[config.mk]
export PLATFORM = sky130hd
export DESIGN_NAME = pwm_match_timer
export DESIGN_NICKNAME = d
export VERILOG_FILES = /design/src/rtl/pwm_match_timer.sv
export SDC_FILE = /design/constraint.sdc
export NUM_CORES = 1
export LEC_CHECK = 0
export BUFFER_PORTS_ARGS = -buffer_cell sky130_fd_sc_hd__buf_2
export CAP_MARGIN = 20
export CORE_MARGIN = 2
export CORE_UTILIZATION = 63
export DETAILED_ROUTE_END_ITERATION = 12
export GPL_TIMING_DRIVEN = 0
export PLACE_DENSITY = 0.82
export SETUP_SLACK_MARGIN = 0.05
export SYNTH_ARGS = -nofsm -noshare
export SYNTH_HDL_FRONTEND = slang
export SYNTH_SLANG_ARGS = --single-unit
export TNS_END_PERCENT = 100
[constraint.sdc]
create_clock -name clk -period 3.15 [get_ports clk]
set_clock_uncertainty 0.1 [all_clocks]
set_input_delay 0.4725 -clock clk [delete_from_list [all_inputs] [get_ports clk]]
set_output_delay 0.4725 -clock clk [all_outputs]
set_load 0.005 [all_outputs]
[src/rtl/pwm_match_timer.sv]
module pwm_match_timer #(
  parameter int W   = 16,
  parameter int NCH = 3,
  parameter int AW  = 4
) (
  input  logic          clk,
  input  logic          rst_n,
  input  logic          cnt_en,
  input  logic          wr_en,
  input  logic [AW-1:0] addr,
  input  logic [W-1:0]  wdata,
  output logic [W-1:0]  rdata,
  input  logic [1:0]    cap_in,
  output logic [NCH-1:0] mat_out
);
  localparam int NM    = NCH + 1;
  localparam int SW    = $clog2(NM);
  localparam int A_PR  = 0;
  localparam int A_PC  = 1;
  localparam int A_TC  = 2;
  localparam int A_SEL = 3;
  localparam int A_M0  = 4;
  localparam int A_PEN = A_M0 + NM;
  localparam int A_EXT = A_PEN + 1;
  localparam int A_CLR = A_PEN + 2;

  logic [W-1:0]   pr_q, pc_q, tc_q;
  logic [W-1:0]   m_q [NM];
  logic [SW-1:0]  psel_q;
  logic [NCH-1:0] pen_q, ext_q, pwm_q;
  logic           cen_q;
  logic [2:0]     csel_q;
  logic [1:0]     s1_q, s2_q, s3_q;

  logic [W-1:0] period, tc_nxt;
  logic         tick, clr_hit, edge_hit;
  logic [1:0]   rise, fall;

  assign period = m_q[psel_q];
  assign tick   = cnt_en && (pc_q >= pr_q);
  assign tc_nxt = (tc_q == period) ? '0 : tc_q + 1'b1;
  assign rise   = s2_q & ~s3_q;
  assign fall   = ~s2_q & s3_q;

  always_comb begin
    case (csel_q)
      3'd0:    edge_hit = rise[0];
      3'd1:    edge_hit = fall[0];
      3'd2:    edge_hit = rise[1];
      3'd3:    edge_hit = fall[1];
      default: edge_hit = 1'b0;
    endcase
  end
  assign clr_hit = cen_q && edge_hit;

  always_ff @(posedge clk) begin
    if (!rst_n) begin
      s1_q <= '0;
      s2_q <= '0;
      s3_q <= '0;
    end else begin
      s1_q <= cap_in;
      s2_q <= s1_q;
      s3_q <= s2_q;
    end
  end

  always_ff @(posedge clk) begin
    if (!rst_n) begin
      pr_q   <= '0;
      psel_q <= '0;
      pen_q  <= '0;
      ext_q  <= '0;
      cen_q  <= 1'b0;
      csel_q <= '0;
      for (int i = 0; i < NM; i++) m_q[i] <= '0;
    end else if (wr_en) begin
      if (addr == AW'(A_PR))  pr_q   <= wdata;
      if (addr == AW'(A_SEL)) psel_q <= wdata[SW-1:0];
      if (addr == AW'(A_PEN)) pen_q  <= wdata[NCH-1:0];
      if (addr == AW'(A_EXT)) ext_q  <= wdata[NCH-1:0];
      if (addr == AW'(A_CLR)) begin
        cen_q  <= wdata[4];
        csel_q <= wdata[7:5];
      end
      for (int i = 0; i < NM; i++)
        if (addr == AW'(A_M0 + i)) m_q[i] <= wdata;
    end
  end

  always_ff @(posedge clk) begin
    if (!rst_n) begin
      pc_q  <= '0;
      tc_q  <= '0;
      pwm_q <= '0;
    end else if (clr_hit) begin
      pc_q  <= '0;
      tc_q  <= '0;
      pwm_q <= '0;
    end else begin
      if (cnt_en) pc_q <= tick ? '0 : pc_q + 1'b1;
      if (tick) begin
        tc_q <= tc_nxt;
        for (int i = 0; i < NCH; i++)
          pwm_q[i] <= (tc_nxt == m_q[i]) || (pwm_q[i] && (tc_nxt != '0));
      end
      if (wr_en && addr == AW'(A_PC)) pc_q <= wdata;
      if (wr_en && addr == AW'(A_TC)) tc_q <= wdata;
    end
  end

  genvar g;
  generate
    for (g = 0; g < NCH; g++) begin : g_out
      assign mat_out[g] = pen_q[g] ? pwm_q[g] : ext_q[g];
    end
  endgenerate

  always_comb begin
    rdata = '0;
    if (addr == AW'(A_PR)) rdata = pr_q;
    if (addr == AW'(A_PC)) rdata = pc_q;
    if (addr == AW'(A_TC)) rdata = tc_q;
    if (addr == AW'(A_SEL)) rdata[SW-1:0] = psel_q;
    if (addr == AW'(A_PEN)) rdata[NCH-1:0] = pen_q;
    if (addr == AW'(A_EXT)) rdata[NCH-1:0] = ext_q;
    if (addr == AW'(A_CLR)) begin
      rdata[4]   = cen_q;
      rdata[7:5] = csel_q;
    end
    for (int i = 0; i < NM; i++)
      if (addr == AW'(A_M0 + i)) rdata = m_q[i];
  end
endmodule


==> After elaboration in Yosys (flattened, before gate mapping) <==
Memory sizes are Yosys's and may differ from the RTL's. A register that Yosys moved wholly into a read port is not among the register bits.
Index checks and enable logic that the tools add are counted.
{ "word_totals": {"register_bits": 69, "mem_bits_rw": 64, "input_bits": 26, "out_inout_bits": 19, "elab_cells": 107, "mem_count": 1} }
{ "memory_table": {"columns": ["memory", "depth", "width", "read_ports", "rd_clocked_by_memory_dff", "write_ports", "line", "source"], "rows": [
  ["m_q", 4, 16, 5, 1, 4, "28", "logic [W-1:0] m_q [NM];"]
]} }
{ "classes": {"n_addsub": 2, "magnitude_cmp": 1, "eq_ne": 17, "mux": 44, "bitwise": 9, "n_reduce_logical": 21} }
{ "ops": {"columns": ["cell", "count"], "rows": [
  ["$mux W16", 17],
  ["$eq A16 B16 Y1", 4],
  ["$add A16 B1 Y16 const B", 2],
  ["$mux W1", 20],
  ["$eq A4 B3 Y1 const B", 4],
  ["$ge A16 B16 Y1", 1],
  ["$reduce_bool A16 Y1", 1],
  ["$eq A4 B4 Y1 const B", 3],
  ["$reduce_and A2 Y1", 5],
  ["$eq A4 B2 Y1 const B", 2],
  ["$logic_and A1 B1 Y1", 7],
  ["$eq A3 B2 Y1 const B", 2],
  ["$mux W2", 3],
  ["$mux W3", 2],
  ["$and A2 B2 Y2", 2],
  ["$eq A4 B1 Y1 const B", 1],
  ["$logic_not A4 Y1", 1],
  ["$mux W4", 1],
  ["$not A2 Y2", 2],
  ["$or A1 B1 Y1", 4],
  ["$pmux W1 S4", 1],
  ["$reduce_bool A2 Y1", 2],
  ["$eq A3 B1 Y1 const B", 1],
  ["$logic_not A3 Y1", 1],
  ["3 further kinds", 5]
]} }

==> Longest topological paths before layout <==
{ "logic_depth": {"depth_word": 11, "ltp_mapped": 12, "ltp_nobuf": 10} }

==> Least setup slack after synthesis <==
OpenSTA, ideal clock, no wires.
{ "synth_path": {"path_kind": "register to register", "from": "register with a tool-made name", "to": "register pwm_q[1]", "setup_time_ns": 0.084, "arrival_ns": 2.571, "setup_slack_ns": 0.395, "stages_incl_launch_ff": 13, "period_less_slack_ns": 2.755, "path_cell_list": "dfxtp_1 > buf_6 > buf_6 > mux4_2 > xnor2_1 > nand4_1 > nor4_2 > buf_4 > buf_6 > nor2_1 > o32ai_1 > o2111ai_1 > o31ai_2"} }
{ "synth_rtl": {"columns": ["element", "line", "source"], "rows": [
  ["end signal, assigned by index", "105", "pwm_q[i] <= (tc_nxt == m_q[i]) || (pwm_q[i] && (tc_nxt != '0));"],
  ["end, declared", "30", "logic [NCH-1:0] pen_q, ext_q, pwm_q;"]
]} }

==> results.md <==
Power and ir drop:
- The portion of total power attributed to sequential cells is 43.8%.
- Of the total power, the share spent switching nets is 28.9%.
- The leakage power of the design is 3.73 nW.
- In this run the power spent charging and discharging nets is 1.35 mW.
- The power density over the cells is 447 nW/um2.
- The clock network accounts for 40.9% of the total power.
- The internal power consumption is 3.31 mW.
- In this run, the combinational gates consume 15.3% of the power.
- The peak supply drop is 390 uV.

Synth:
- Of the post-synthesis cell area, the dominant cell type holds 21.3%.
- The yosys synthesis warning count is 0.
- The number of nets handed over by synthesis was 1045.
- In the synthesized netlist the async set-or-reset flop fraction comes to 0%.
- In the post-synthesis netlist, the biggest area contributors are sky130_fd_sc_hd__edfxtp_1 (21%), sky130_fd_sc_hd__dfxtp_1 (16%), sky130_fd_sc_hd__mux4_2 (5.2%).
- The cell area after technology mapping is 9020 um2.
- The predominant post-synthesis flop cell is sky130_fd_sc_hd__dfxtp_1.
- The unique cell type count in the Yosys netlist is 65.
- The number of synthesized register bits is 135.
- sky130_fd_sc_hd__edfxtp_1 takes more of the synthesized area than any other cell.
- The instance count of the mapped netlist is 1001.
- The share of the Yosys chip area taken by registers is 37.0%.
- In this run, synthesis inferred 64 flip-flops with an integrated enable.
- Dividing the synthesized area by the synthesized cell count gives 9.01 um2.

Final layout:
- Fill cells in the final layout number 1006.
- The number of diodes added for antenna fixing is 0.
- The library cell used most frequently in the layout, excluding fill and tap cells, is sky130_fd_sc_hd__nand2_1.
- In the final layout, the multi-input gates occupy 5550 um2.
- In the layout the commonest cells are sky130_fd_sc_hd__nand2_1 (96), sky130_fd_sc_hd__nor2_1 (84), sky130_fd_sc_hd__and2_1 (73), sky130_fd_sc_hd__dfxtp_1 (69), sky130_fd_sc_hd__edfxtp_1 (64).
- The final core utilization is 74.8%.
- The area overhead of the layout relative to synthesis is 15.4%.
- The area of all placed cells without fillers is 10400 um2.
- The net total in the final layout is 1110.
- The sequential cells in the finished layout cover a total of 3350 um2.
- The share of layout cells above drive strength 1 is 17.6%.

Placement:
- After detailed placement, the total cell area comes to 9460 um2.
- The HPWL after detailed placement is 21800 um.
- The congestion estimate from routability-driven global placement came to 1.01.
- The count of buffers added on input and output ports is 39.

Clock tree:
- The clock transition time at the flip-flop clock pins of the worst setup and hold paths is 0.06 ns.
- The clock latency on the worst-skew pair is 0.43 ns.
- No sink is reached through more buffers than the 2 on the longest clock path.
- The total number of H-tree levels is 4.
- After clock tree synthesis, the flow added hold-fix buffers numbering 0.
- In this run the clock root is driven by a sky130_fd_sc_hd__clkbuf_16.
- The clock tree from TritonCTS is yes.
- CTS saw 135 sinks.
- Clock tree synthesis inserted a total of 17 buffers.

Min path:
- The worst hold path begins at cap_in[1].
- For hold timing, the worst endpoint is s1_q[1]$_SDFF_PN0_.
- Along the worst hold path, the cell count comes to 2.
- The tightest min-delay check is of the in -> reg type.

Routing:
- The routed wire length is 30200 um.
- The number of iterations in the first detailed-routing pass is 6.
- The routed layout has 8735 vias.
- The post-route DRC violation count is 0.
- The average via count per standard cell is 6.94.
- The count of nets left with antenna violations once routing finished came out at 0.
- The detailed router's first-iteration violation count is 1412.
- The final routed wire length divided by cell count is 24.0 um.

Worst setup path:
- The signal on the critical path passes through buf_8 -> buf_12 -> mux4_2 -> xnor2_2 -> nand4_1 -> nor4_2 -> buf_4 -> buf_8 -> nor2_4 -> o32ai_4 -> o221ai_2 -> o31ai_2.
- The slowest cell on the critical path is sky130_fd_sc_hd__mux4_2.
- The worst setup path is captured at a flip-flop.
- For the worst flop-to-flop path, the logic depth is 12.
- The maximum fanout along the worst path is 7.
- Data on the critical path arrives at its endpoint at 3.45 ns.
- The worst register-to-register path has a setup slack of -0.05 ns.
- The critical path class is reg -> reg.
- For the worst setup path, the data required time is 3.40 ns.
- The endpoint of the lowest-slack register-to-register path is pwm_q[0]$_SDFFE_PP0N_.
- The critical path's largest stage delay is 0.53 ns.
- The type of element launching the critical path is a flip-flop.
- The most repeated library cell on the critical path is sky130_fd_sc_hd__buf_8.

STA:
- Of the available clock period, the critical path in the final layout requires 102%.
- At the pin with the least slew margin, the transition time is 0.998 ns.
- The final number of setup-violating endpoints is 3.
- The final number of max-transition violations is 0.
- Setup repair after global routing could not meet its margin everywhere.
- The worst path in the final design needs a cycle of 3.20 ns, including I/O delays and setup.
- The number of hold violations in the final report came to 0.
- The post-layout worst setup margin is -0.0528 ns.
- Measured against its own limit, the worst slew margin works out to 32.9%.
- Based on the critical path, the design can be clocked at up to 0.312 GHz.

GRT:
- The number of global-route vias before repair is 7986.
- The maximum number of pins on one net before global-route repair is 17.
- The first global-routing pass estimated 45000 um of wire.
- The initial antenna violation count is 2.
- The global-route usage over all layers is 40.1%.
- The aggregate global routing overflow is 0.

Floorplanning:
- The vertical die dimension is 124 um.
- The starting density of the core is 64.8%.
- The floorplan step set the die width to 124 um.
- Row generation in the floorplan step produced 43 rows.
- 45 I/O pins were placed.
- The floorplan step defined a die boundary enclosing 15300 um2.
- The core region is 13900 um2.

Flow run:
- The tool flagged a number of max-cap violations equal to 0.

Status:
- The checks that failed: setup timing.
- The flow ran to the end, but the final reports show violations.
power by group through the flow:
stage	clock network (mW)	logic (mW)	registers (mW)
after detailed placement	0	0.625	2.06
after CTS	1.90	0.655	2.02
final	1.91	0.713	2.04
after global placement	0	0.617	2.05
after floorplan	0	0.430	2.01
after global routing	1.97	0.748	2.04
cell families after synthesis:
family,share of synthesized area (%)
simple gates,24.9
fa+ha+maj,2.50
flops,37.0
xor+xnor,6.39
mux,8.08
compound gates,16.7
buf+inv,4.41
metal layers:
layer	vias up	share of wire, %	track usage (%)
met2	682	45	62.4
li1	3822	-	-
met4	4	6.4	22.7
met3	196	13	11.0
met1	4031	35	50.6
met5	-	0.066	0
worst max-delay path, delay by kind of cell, from the launching register on:
family	cells	cell delay, ns
mux	1	0.53
simple gates	3	0.58
flops	1	0.33
xor+xnor	1	0.22
buf+inv	4	0.64
compound gates	3	0.71
cell type report:
cell class	count	share of cell area, %
sequential	135	32.1
clock buffer	20	4.38
inverter	25	0.901
tap	180	2.16
clock inverter	12	0.937
buffer	65	3.22
timing repair buffer	51	2.97
multi-input combinational	771	53.3
cells in the mapped netlist, types with 4 or more instances:
| cell | n |
|---|---|
| sky130_fd_sc_hd__nor4b_1 | 11 |
| sky130_fd_sc_hd__a221oi_1 | 8 |
| sky130_fd_sc_hd__nand2_1 | 96 |
| sky130_fd_sc_hd__nand4b_1 | 4 |
| sky130_fd_sc_hd__a21oi_1 | 41 |
| sky130_fd_sc_hd__mux2i_1 | 20 |
| sky130_fd_sc_hd__a222oi_1 | 9 |
| sky130_fd_sc_hd__buf_1 | 6 |
| sky130_fd_sc_hd__o22ai_1 | 4 |
| sky130_fd_sc_hd__xnor3_1 | 5 |
| sky130_fd_sc_hd__nand3_1 | 31 |
| sky130_fd_sc_hd__o221ai_1 | 10 |
| sky130_fd_sc_hd__mux4_2 | 21 |
| sky130_fd_sc_hd__dfxtp_1 | 71 |
| sky130_fd_sc_hd__buf_2 | 9 |
| sky130_fd_sc_hd__a21boi_0 | 21 |
| sky130_fd_sc_hd__ha_1 | 18 |
| sky130_fd_sc_hd__a31oi_1 | 11 |
| sky130_fd_sc_hd__o21ai_0 | 39 |
| sky130_fd_sc_hd__nor3b_1 | 19 |
| sky130_fd_sc_hd__clkbuf_1 | 52 |
| sky130_fd_sc_hd__xor2_1 | 10 |
| sky130_fd_sc_hd__nor3_1 | 44 |
| sky130_fd_sc_hd__o2111ai_1 | 4 |
| sky130_fd_sc_hd__nor2_1 | 88 |
| sky130_fd_sc_hd__mux2_2 | 5 |
| sky130_fd_sc_hd__nor2b_1 | 16 |
| sky130_fd_sc_hd__o32ai_1 | 8 |
| sky130_fd_sc_hd__and3_1 | 18 |
| sky130_fd_sc_hd__edfxtp_1 | 64 |
| sky130_fd_sc_hd__nand3b_1 | 4 |
| sky130_fd_sc_hd__or3_1 | 6 |
| sky130_fd_sc_hd__xnor2_1 | 43 |
| sky130_fd_sc_hd__a21o_1 | 7 |
| sky130_fd_sc_hd__a211oi_1 | 25 |
| sky130_fd_sc_hd__inv_1 | 25 |
| sky130_fd_sc_hd__and2_1 | 73 |
| sky130_fd_sc_hd__nand4_1 | 7 |
state kept, by name, summed over array words and instances (netlist names), named ones only:
name    cells
tc_q       16
m_q        64
s3_q        2
cen_q       1
s2_q        2
csel_q      3
pen_q       3
ext_q       3
s1_q        2
pr_q       16
pc_q       16
psel_q      2
pwm_q       3
what timing repair did:
| action | CTS | global route |
|---|---|---|
| gates resized for setup | 38 | 36 |
| buffers inserted | 6 | 5 |
| pin swaps | 6 | 14 |
| gates cloned | 1 | 1 |
| setup endpoints to repair | 33 | 35 |
worst max path at each step:
| stage | start | endpoint | slack (ns) | cells past startpoint |
|---|---|---|---|---|
| final | flip-flop | pwm_q[0]$_SDFFE_PP0N_ | -0.05 | 12 |
| after global routing | flip-flop | pwm_q[0]$_SDFFE_PP0N_ | -0.10 | 12 |
| after CTS | flip-flop | pwm_q[2]$_SDFFE_PP0N_ | 0.06 | 12 |
| after floorplan | flip-flop | pwm_q[1]$_SDFFE_PP0N_ | 0.39 | 12 |
| after global placement | flip-flop | pwm_q[0]$_SDFFE_PP0N_ | -0.45 | 12 |
| after detailed placement | flip-flop | pwm_q[0]$_SDFFE_PP0N_ | -0.47 | 12 |
through the flow:
stage	hold slack (ns)	setup TNS, ns	std cells	setup WS [ns]	power [mW]
final	0.142	-0.129	1259	-0.0528	4.66
after global placement	0.322	-10.84	1220	-0.451	2.67
after floorplan	0.312	0	1001	0.395	2.43
after CTS	0.141	0	1259	0.0583	4.57
after global routing	0.144	-0.405	1259	-0.100	4.77
after detailed placement	0.326	-10.33	1221	-0.473	2.68
No activity file was read; power rests on OpenSTA's default activity.
